File: src/rtl/swclr_pkg.sv
package swclr_pkg;

    localparam int WORD_W   = 16;
    localparam int CMD_W    = 8;
    localparam int CLR_N    = 5;

    // Bit positions inside the written word; the sequence logic depends on them
    localparam int B_FIRE   = 6;
    localparam int B_ARM    = 5;
    localparam int B_ALARM  = 4;
    localparam int B_CACHE  = 3;
    localparam int B_FIFO   = 2;
    localparam int B_DAC2   = 1;
    localparam int B_DAC1   = 0;

    // Index of each strobe inside the packed clear vector
    localparam int I_DAC1   = 0;
    localparam int I_DAC2   = 1;
    localparam int I_FIFO   = 2;
    localparam int I_CACHE  = 3;
    localparam int I_ALARM  = 4;

    typedef struct packed {
        logic alarm;
        logic cache;
        logic fifo;
        logic dac2;
        logic dac1;
    } clr_set_t;

    typedef struct packed {
        logic     arm;
        logic     fire;
        clr_set_t clr;
    } word_req_t;

    typedef enum logic [1:0] {
        SEQ_IDLE = 2'd0,
        SEQ_FIRE = 2'd1,
        SEQ_FILL = 2'd2
    } seq_st_t;

    function automatic word_req_t decode_word(input logic [B_FIRE:0] d);
        word_req_t r;
        r.arm       = ~d[B_FIRE] &  d[B_ARM];
        r.fire      =  d[B_FIRE] & ~d[B_ARM];
        r.clr.alarm =  d[B_ALARM];
        r.clr.cache =  d[B_CACHE];
        r.clr.fifo  =  d[B_FIFO];
        r.clr.dac2  =  d[B_DAC2];
        r.clr.dac1  =  d[B_DAC1];
        return r;
    endfunction

endpackage

File: src/rtl/swclr_arm.sv
module swclr_arm
    import swclr_pkg::*;
(
    input  logic      clk,
    input  logic      rst,
    input  logic      accept,
    input  word_req_t req,
    output logic      armed,
    output logic      fire
);

    logic armed_q;

    // Fire only when a firing word meets an already-armed flag
    assign fire  = accept & req.fire & armed_q;
    assign armed = armed_q;

    always_ff @(posedge clk) begin
        if (rst) begin
            armed_q <= 1'b0;
        end else if (accept) begin
            armed_q <= req.arm;
        end
    end

    // a non-arming accepted word leaves the flag clear
    p_disarm_r4: assert property (@(posedge clk) disable iff (rst)
        (accept && !req.arm) |=> !armed_q);

    // an arming word always leaves the flag set
    p_arm_set_r3: assert property (@(posedge clk) disable iff (rst)
        (accept && req.arm) |=> armed_q);

endmodule

File: src/rtl/swclr_pulse.sv
module swclr_pulse
    import swclr_pkg::*;
(
    input  logic     clk,
    input  logic     rst,
    input  logic     accept,
    input  clr_set_t req_clr,
    input  logic     full_rst,
    input  logic     sample_tick,
    output clr_set_t clr_q,
    output logic     recompute
);

    logic [CLR_N-1:0] req_vec;
    logic [CLR_N-1:0] pulse_q;
    logic             recompute_q;

    assign req_vec = req_clr;

    genvar gi;
    generate
        for (gi = 0; gi < CLR_N; gi++) begin : g_strobe
            always_ff @(posedge clk) begin
                if (rst) begin
                    pulse_q[gi] <= 1'b0;
                end else begin
                    pulse_q[gi] <= accept & req_vec[gi];
                end
            end
        end
    endgenerate

    assign clr_q = pulse_q;

    // Priority: reset / full reset, then a new cache clear, then the sample ack
    always_ff @(posedge clk) begin
        if (rst || full_rst) begin
            recompute_q <= 1'b0;
        end else if (accept && req_clr.cache) begin
            recompute_q <= 1'b1;
        end else if (sample_tick) begin
            recompute_q <= 1'b0;
        end
    end

    assign recompute = recompute_q;

    // the flag persists until acknowledged or wiped by a full reset
    p_recompute_hold_r9: assert property (@(posedge clk) disable iff (rst)
        ($past(recompute_q) && !$past(sample_tick) && !$past(full_rst)) |-> recompute_q);

    // a cache strobe is always accompanied by the flag
    p_recompute_set_r9: assert property (@(posedge clk) disable iff (rst)
        pulse_q[I_CACHE] |-> recompute_q);

endmodule

File: src/rtl/swclr_init_seq.sv
module swclr_init_seq
    import swclr_pkg::*;
#(
    parameter int RAM_DEPTH = 64,
    parameter int RAM_DW    = 16,
    localparam int ADDR_W   = (RAM_DEPTH > 1) ? $clog2(RAM_DEPTH) : 1
) (
    input  logic              clk,
    input  logic              rst,
    input  logic              fire,
    output logic              full_rst,
    output logic              busy,
    output logic              ram_we,
    output logic [ADDR_W-1:0] ram_addr,
    output logic [RAM_DW-1:0] ram_wdata
);

    localparam logic [ADDR_W-1:0] LAST_ADDR = ADDR_W'(RAM_DEPTH - 1);

    seq_st_t           st_q;
    logic [ADDR_W-1:0] addr_q;

    always_ff @(posedge clk) begin
        if (rst) begin
            st_q   <= SEQ_IDLE;
            addr_q <= '0;
        end else begin
            unique case (st_q)
                SEQ_IDLE: begin
                    if (fire) begin
                        st_q <= SEQ_FIRE;
                    end
                end
                SEQ_FIRE: begin
                    st_q   <= SEQ_FILL;
                    addr_q <= '0;
                end
                SEQ_FILL: begin
                    if (addr_q == LAST_ADDR) begin
                        st_q   <= SEQ_IDLE;
                        addr_q <= '0;
                    end else begin
                        addr_q <= addr_q + 1'b1;
                    end
                end
                default: begin
                    st_q <= SEQ_IDLE;
                end
            endcase
        end
    end

    assign full_rst  = (st_q == SEQ_FIRE);
    assign busy      = (st_q != SEQ_IDLE);
    assign ram_we    = (st_q == SEQ_FILL);
    assign ram_addr  = addr_q;
    assign ram_wdata = '0;

    // the full-reset strobe lasts a single clock
    p_full_single_r5: assert property (@(posedge clk) disable iff (rst)
        full_rst |=> !full_rst);

    // the RAM walk starts at address zero right after the strobe
    p_fill_start_r6: assert property (@(posedge clk) disable iff (rst)
        full_rst |=> (ram_we && ram_addr == '0));

    // consecutive init writes step the address by one
    p_addr_step_r6: assert property (@(posedge clk) disable iff (rst)
        (ram_we && $past(ram_we)) |-> (ram_addr == $past(ram_addr) + 1'b1));

endmodule

File: src/rtl/swclr_ctrl.sv
module swclr_ctrl
    import swclr_pkg::*;
#(
    parameter logic [7:0] CMD_CODE  = 8'h74,
    parameter int         RAM_DEPTH = 64,
    parameter int         RAM_DW    = 16,
    localparam int        ADDR_W    = (RAM_DEPTH > 1) ? $clog2(RAM_DEPTH) : 1
) (
    input  logic              clk,
    input  logic              rst,
    input  logic              wr_en,
    input  logic [7:0]        wr_cmd,
    input  logic [15:0]       wr_data,
    input  logic              sample_tick,
    output logic              full_rst,
    output logic              busy,
    output logic              alarm_clr,
    output logic              cache_clr,
    output logic              fifo_clr,
    output logic              dac2_clr,
    output logic              dac1_clr,
    output logic              recompute,
    output logic              ram_we,
    output logic [ADDR_W-1:0] ram_addr,
    output logic [RAM_DW-1:0] ram_wdata
);

    word_req_t req;
    clr_set_t  clr_q;
    logic      accept;
    logic      armed;
    logic      fire;
    logic      dont_care_unused;

    // Upper data bits carry no meaning for this register
    assign dont_care_unused = ^wr_data[WORD_W-1:B_FIRE+1];

    assign req    = decode_word(wr_data[B_FIRE:0]);
    assign accept = wr_en & (wr_cmd == CMD_CODE) & ~busy;

    swclr_arm u_arm (
        .clk    (clk),
        .rst    (rst),
        .accept (accept),
        .req    (req),
        .armed  (armed),
        .fire   (fire)
    );

    swclr_pulse u_pulse (
        .clk         (clk),
        .rst         (rst),
        .accept      (accept),
        .req_clr     (req.clr),
        .full_rst    (full_rst),
        .sample_tick (sample_tick),
        .clr_q       (clr_q),
        .recompute   (recompute)
    );

    swclr_init_seq #(
        .RAM_DEPTH (RAM_DEPTH),
        .RAM_DW    (RAM_DW)
    ) u_seq (
        .clk       (clk),
        .rst       (rst),
        .fire      (fire),
        .full_rst  (full_rst),
        .busy      (busy),
        .ram_we    (ram_we),
        .ram_addr  (ram_addr),
        .ram_wdata (ram_wdata)
    );

    assign alarm_clr = clr_q.alarm;
    assign cache_clr = clr_q.cache;
    assign fifo_clr  = clr_q.fifo;
    assign dac2_clr  = clr_q.dac2;
    assign dac1_clr  = clr_q.dac1;

    // a full reset is only ever preceded by an armed flag
    p_fire_after_arm_r3: assert property (@(posedge clk) disable iff (rst)
        full_rst |-> $past(armed));

    // busy accompanies the full-reset strobe
    p_busy_with_full_r5: assert property (@(posedge clk) disable iff (rst)
        full_rst |-> busy);

    // nothing presented during busy turns into a strobe
    p_quiet_after_busy_r7: assert property (@(posedge clk) disable iff (rst)
        $past(busy) |-> (clr_q == '0));

    // init writes happen only inside the busy window
    p_we_in_busy_r6: assert property (@(posedge clk) disable iff (rst)
        ram_we |-> busy);

endmodule

File: config.mk
export PLATFORM = sky130hd
export DESIGN_NAME = swclr_ctrl
export DESIGN_NICKNAME = d
export VERILOG_FILES = /design/src/rtl/swclr_pkg.sv /design/src/rtl/swclr_arm.sv /design/src/rtl/swclr_pulse.sv /design/src/rtl/swclr_init_seq.sv /design/src/rtl/swclr_ctrl.sv
export SDC_FILE = /design/constraint.sdc
export NUM_CORES = 1
export LEC_CHECK = 0
export BUFFER_PORTS_ARGS = -buffer_cell sky130_fd_sc_hd__buf_2
export CAP_MARGIN = 20
export CORE_MARGIN = 2
export CORE_UTILIZATION = 37
export CTS_BUF_LIST = sky130_fd_sc_hd__clkbuf_8
export DETAILED_ROUTE_END_ITERATION = 8
export PLACE_DENSITY = 0.77
export SLEW_MARGIN = 20
export SYNTH_ARGS = -nofsm -noshare
export SYNTH_HDL_FRONTEND = slang
export SYNTH_SLANG_ARGS = --single-unit
File: constraint.sdc
create_clock -name clk -period 1.4 [get_ports clk]
set_input_delay 0.14 -clock clk [delete_from_list [all_inputs] [get_ports clk]]
set_output_delay 0.14 -clock clk [all_outputs]
set_load 0.01 [all_outputs]
==> flow_metrics.env <==
export IMPL_power_leakage_uw=0.0005494
export IMPL_synth_warnings=0
export IMPL_fp_dieH_um=51.28
export IMPL_yosys_area_share_xor_xnor_pct=4.236
export IMPL_place_port_buffers=33
export IMPL_synth_adder_area_share_pct=7.564
export IMPL_yosysMostFrequentCell="buf_4"
export IMPL_synthArstFlopShare_pct=0
export IMPL_hp_start="wr_data[1]"
export IMPL_cts_buffers_inserted=3
export IMPL_htree_levels=1
export IMPL_reg2reg_to="u_seq.st_q[1]"
export IMPL_diodes=0
export IMPL_skew_ns=0.003845
export IMPL_fmax_mhz=770.6
export IMPL_area_growth_pct=29.35
export IMPL_yosys_area_top_type="dfxtp_1"
export IMPL_netlist_area_um2=827.0
export IMPL_synth_area_per_cell_um2=8.990
export IMPL_clkTransAtPathRegs_ns=0.06
export IMPL_viasPerCell=4.422
export IMPL_rr_worst_depth=5
export IMPL_io_pins=59
export IMPL_track_usage_pct=13.63
export IMPL_status="completed"
export IMPL_post_dp_hpwl_um=1284
export IMPL_holdPathStages=2
export IMPL_period_share_pct=92.69
export IMPL_whs_endpoint="u_pulse.clr_q[1]"
export IMPL_row_count=17
export IMPL_syn_inst=92
export IMPL_powerDensity_nw_per_um2=767.3
export IMPL_cp_max_fo=4
export IMPL_synth_top_family_by_area="simple AND/OR/NAND/NOR gates"
export IMPL_start_util_pct=38.12
export IMPL_final_net_count=167
export IMPL_via_count=712
export IMPL_fp_coreArea_um2=2170
export IMPL_ys_seq_area_share_pct=36.31
export IMPL_synthMuxAreaShare_pct=3.631
export IMPL_cts_sinks=15
export IMPL_grt_max_degree=11
export IMPL_ys_ff_latch=15
export IMPL_gp_congestion=0.7171
export IMPL_tns_ns=0
export IMPL_synth_top_area_share_pct=36.31
export IMPL_grt_setup_unrepaired="no"
export IMPL_worstReg2RegStart="u_seq.ram_addr[0]"
export IMPL_reg2reg_slack_ns=0.12
export IMPL_min_period_ns=1.298
export IMPL_final_hold_viol_count=0
export IMPL_cp_start_kind="register"
export IMPL_first_iter_violations=8
export IMPL_ir_worst_vdd_mv=0.5007
export IMPL_clk_path_buf_depth=2
export IMPL_drv_slew=0
export IMPL_clockRootBuffer="clkbuf_8"
export IMPL_grt_pass1_wl_um=2746
export IMPL_synth_main_ff_cell="dfxtp_1"
export IMPL_cts_hold_buf=0
export IMPL_synth_compound_area_share_pct=5.295
export IMPL_grt_pass1_vias=682
export IMPL_crit_path_end_kind="primary output"
export IMPL_critPathKind="reg -> out"
export IMPL_wirelength_um=1658
export IMPL_required_ns=1.26
export IMPL_drc=0
export IMPL_setup_viol_count_final=0
export IMPL_synth_common_cells="buf_4, dfxtp_1, nor2_1"
export IMPL_maxCapViolations=0
export IMPL_placed_cell_area_um2=1007
export IMPL_grt_remaining_overflow=0
export IMPL_final_area_um2=1070
export IMPL_total_power_uw=820.9
export IMPL_antenna_left=0
export IMPL_first_pass_iters=4
export IMPL_synthSimpleGateAreaFrac_pct=25.11
export IMPL_worstPathArrival_ns=1.16
export IMPL_die_area_um2=2630
export IMPL_synth_edff_count=0
export IMPL_die_x_um=51.28
export IMPL_hold_path_class="in -> reg"
export IMPL_layout_drive_gt1_share_pct=37.59
export IMPL_n_fill_cell=204
export IMPL_cts_tree="built"
export IMPL_synth_area_leaders="dfxtp_1, buf_4, ha_1, nor2_1, and2_1"
export IMPL_antenna_found_initial=0
export IMPL_clk_latency_ns=0.24
export IMPL_wl_per_cell_um=10.30
export IMPL_synth_cell_types=26
[critical path, stage by stage (launching register included)]
cell and delay [ns]:
dfxtp_2 0.34, inv_2 0.06, ha_1 0.21, buf_4 0.16, buf_2 0.13
[what timing repair did]
item / in CTS / in global routing
buffers inserted: 0 / 0
setup endpoints to repair: 0 / 6
resized for setup: 0 / 7
[sequential cells by signal, indices dropped and copies added, names as in the netlist]
register / count
u_seq.ram_addr: 6
u_pulse.clr_q: 5
u_seq.st_q: 2
u_arm.armed: 1
u_pulse.recompute: 1
[cells by family after synthesis]
| group | Yosys count |
|---|---|
| simple gates | 35 |
| buf+inv | 22 |
| flops | 15 |
| compound gates | 7 |
| fa+ha+maj | 5 |
| xor+xnor | 4 |
| mux | 3 |
| other cells | 1 |
[area by class of cell]
type | count | area, µm² | area share (%)
Inverter | 4 | 15.01 | 1.404
Clock buffer | 3 | 41.29 | 3.860
Clock inverter | 1 | 3.754 | 0.3509
Timing Repair Buffer | 40 | 217.7 | 20.35
Sequential cell | 15 | 302.8 | 28.30
Multi-Input combinational cell | 70 | 454.2 | 42.46
Tap cell | 28 | 35.03 | 3.275
[where the power goes]
group | switching (µW) | internal, µW | leakage [µW] | total, µW
Sequential | 0.0337 | 427 | 0.000122 | 427
Clock | 142 | 194 | 0.0000269 | 336
Combinational | 33.8 | 24.5 | 0.000401 | 58.3
[layout by cell type (no fill, tap or decap), types with 3 or more instances in the layout]
| cell type | count |
|---|---|
| dfxtp_1 | 13 |
| conb_1 | 16 |
| buf_2 | 33 |
| nor2_1 | 8 |
| mux2i_1 | 3 |
| inv_1 | 3 |
| buf_4 | 7 |
| clkbuf_8 | 3 |
| ha_1 | 4 |
| nand2b_1 | 5 |
| a21oi_1 | 3 |
| and2_1 | 5 |
| nand3_1 | 3 |
[worst max-delay path by stage]
stage                              to  slack, ns              start  cells after the start
floorplan           u_seq.ram_addr[5]       0.04      u_seq.st_q[0]                      7
global route            u_seq.st_q[1]       0.01  u_seq.ram_addr[0]                      5
detailed placement      u_seq.st_q[1]       0.04  u_seq.ram_addr[0]                      5
CTS                 u_seq.ram_addr[5]       0.02      u_seq.st_q[0]                      6
global placement    u_seq.ram_addr[5]       0.08      u_seq.st_q[0]                      6
finish                         ram_we       0.10      u_seq.st_q[0]                      4
[routing by layer]
layer / part of all wire, % / track usage (%)
met5: 0 / 0
met3: 7.5 / 3.509
met4: 1.5 / 4.825
met1: 40 / 14.23
met2: 51 / 25.97
[metrics by stage]
stage          instances  utilization (%)  hold WS (ns)  setup slack (ns)
2_1_floorplan        107                -        0.2617           0.04212
3_3_place_gp         157            46.42        0.3453           0.07832
3_5_place_dp         157            46.42        0.3517           0.04011
4_1_cts              161            48.50        0.1050           0.01624
5_1_grt              161            49.31        0.1028          0.009612
6_report             161            49.31       0.09979            0.1024
Note: power is estimated with default switching activity, not from simulation.
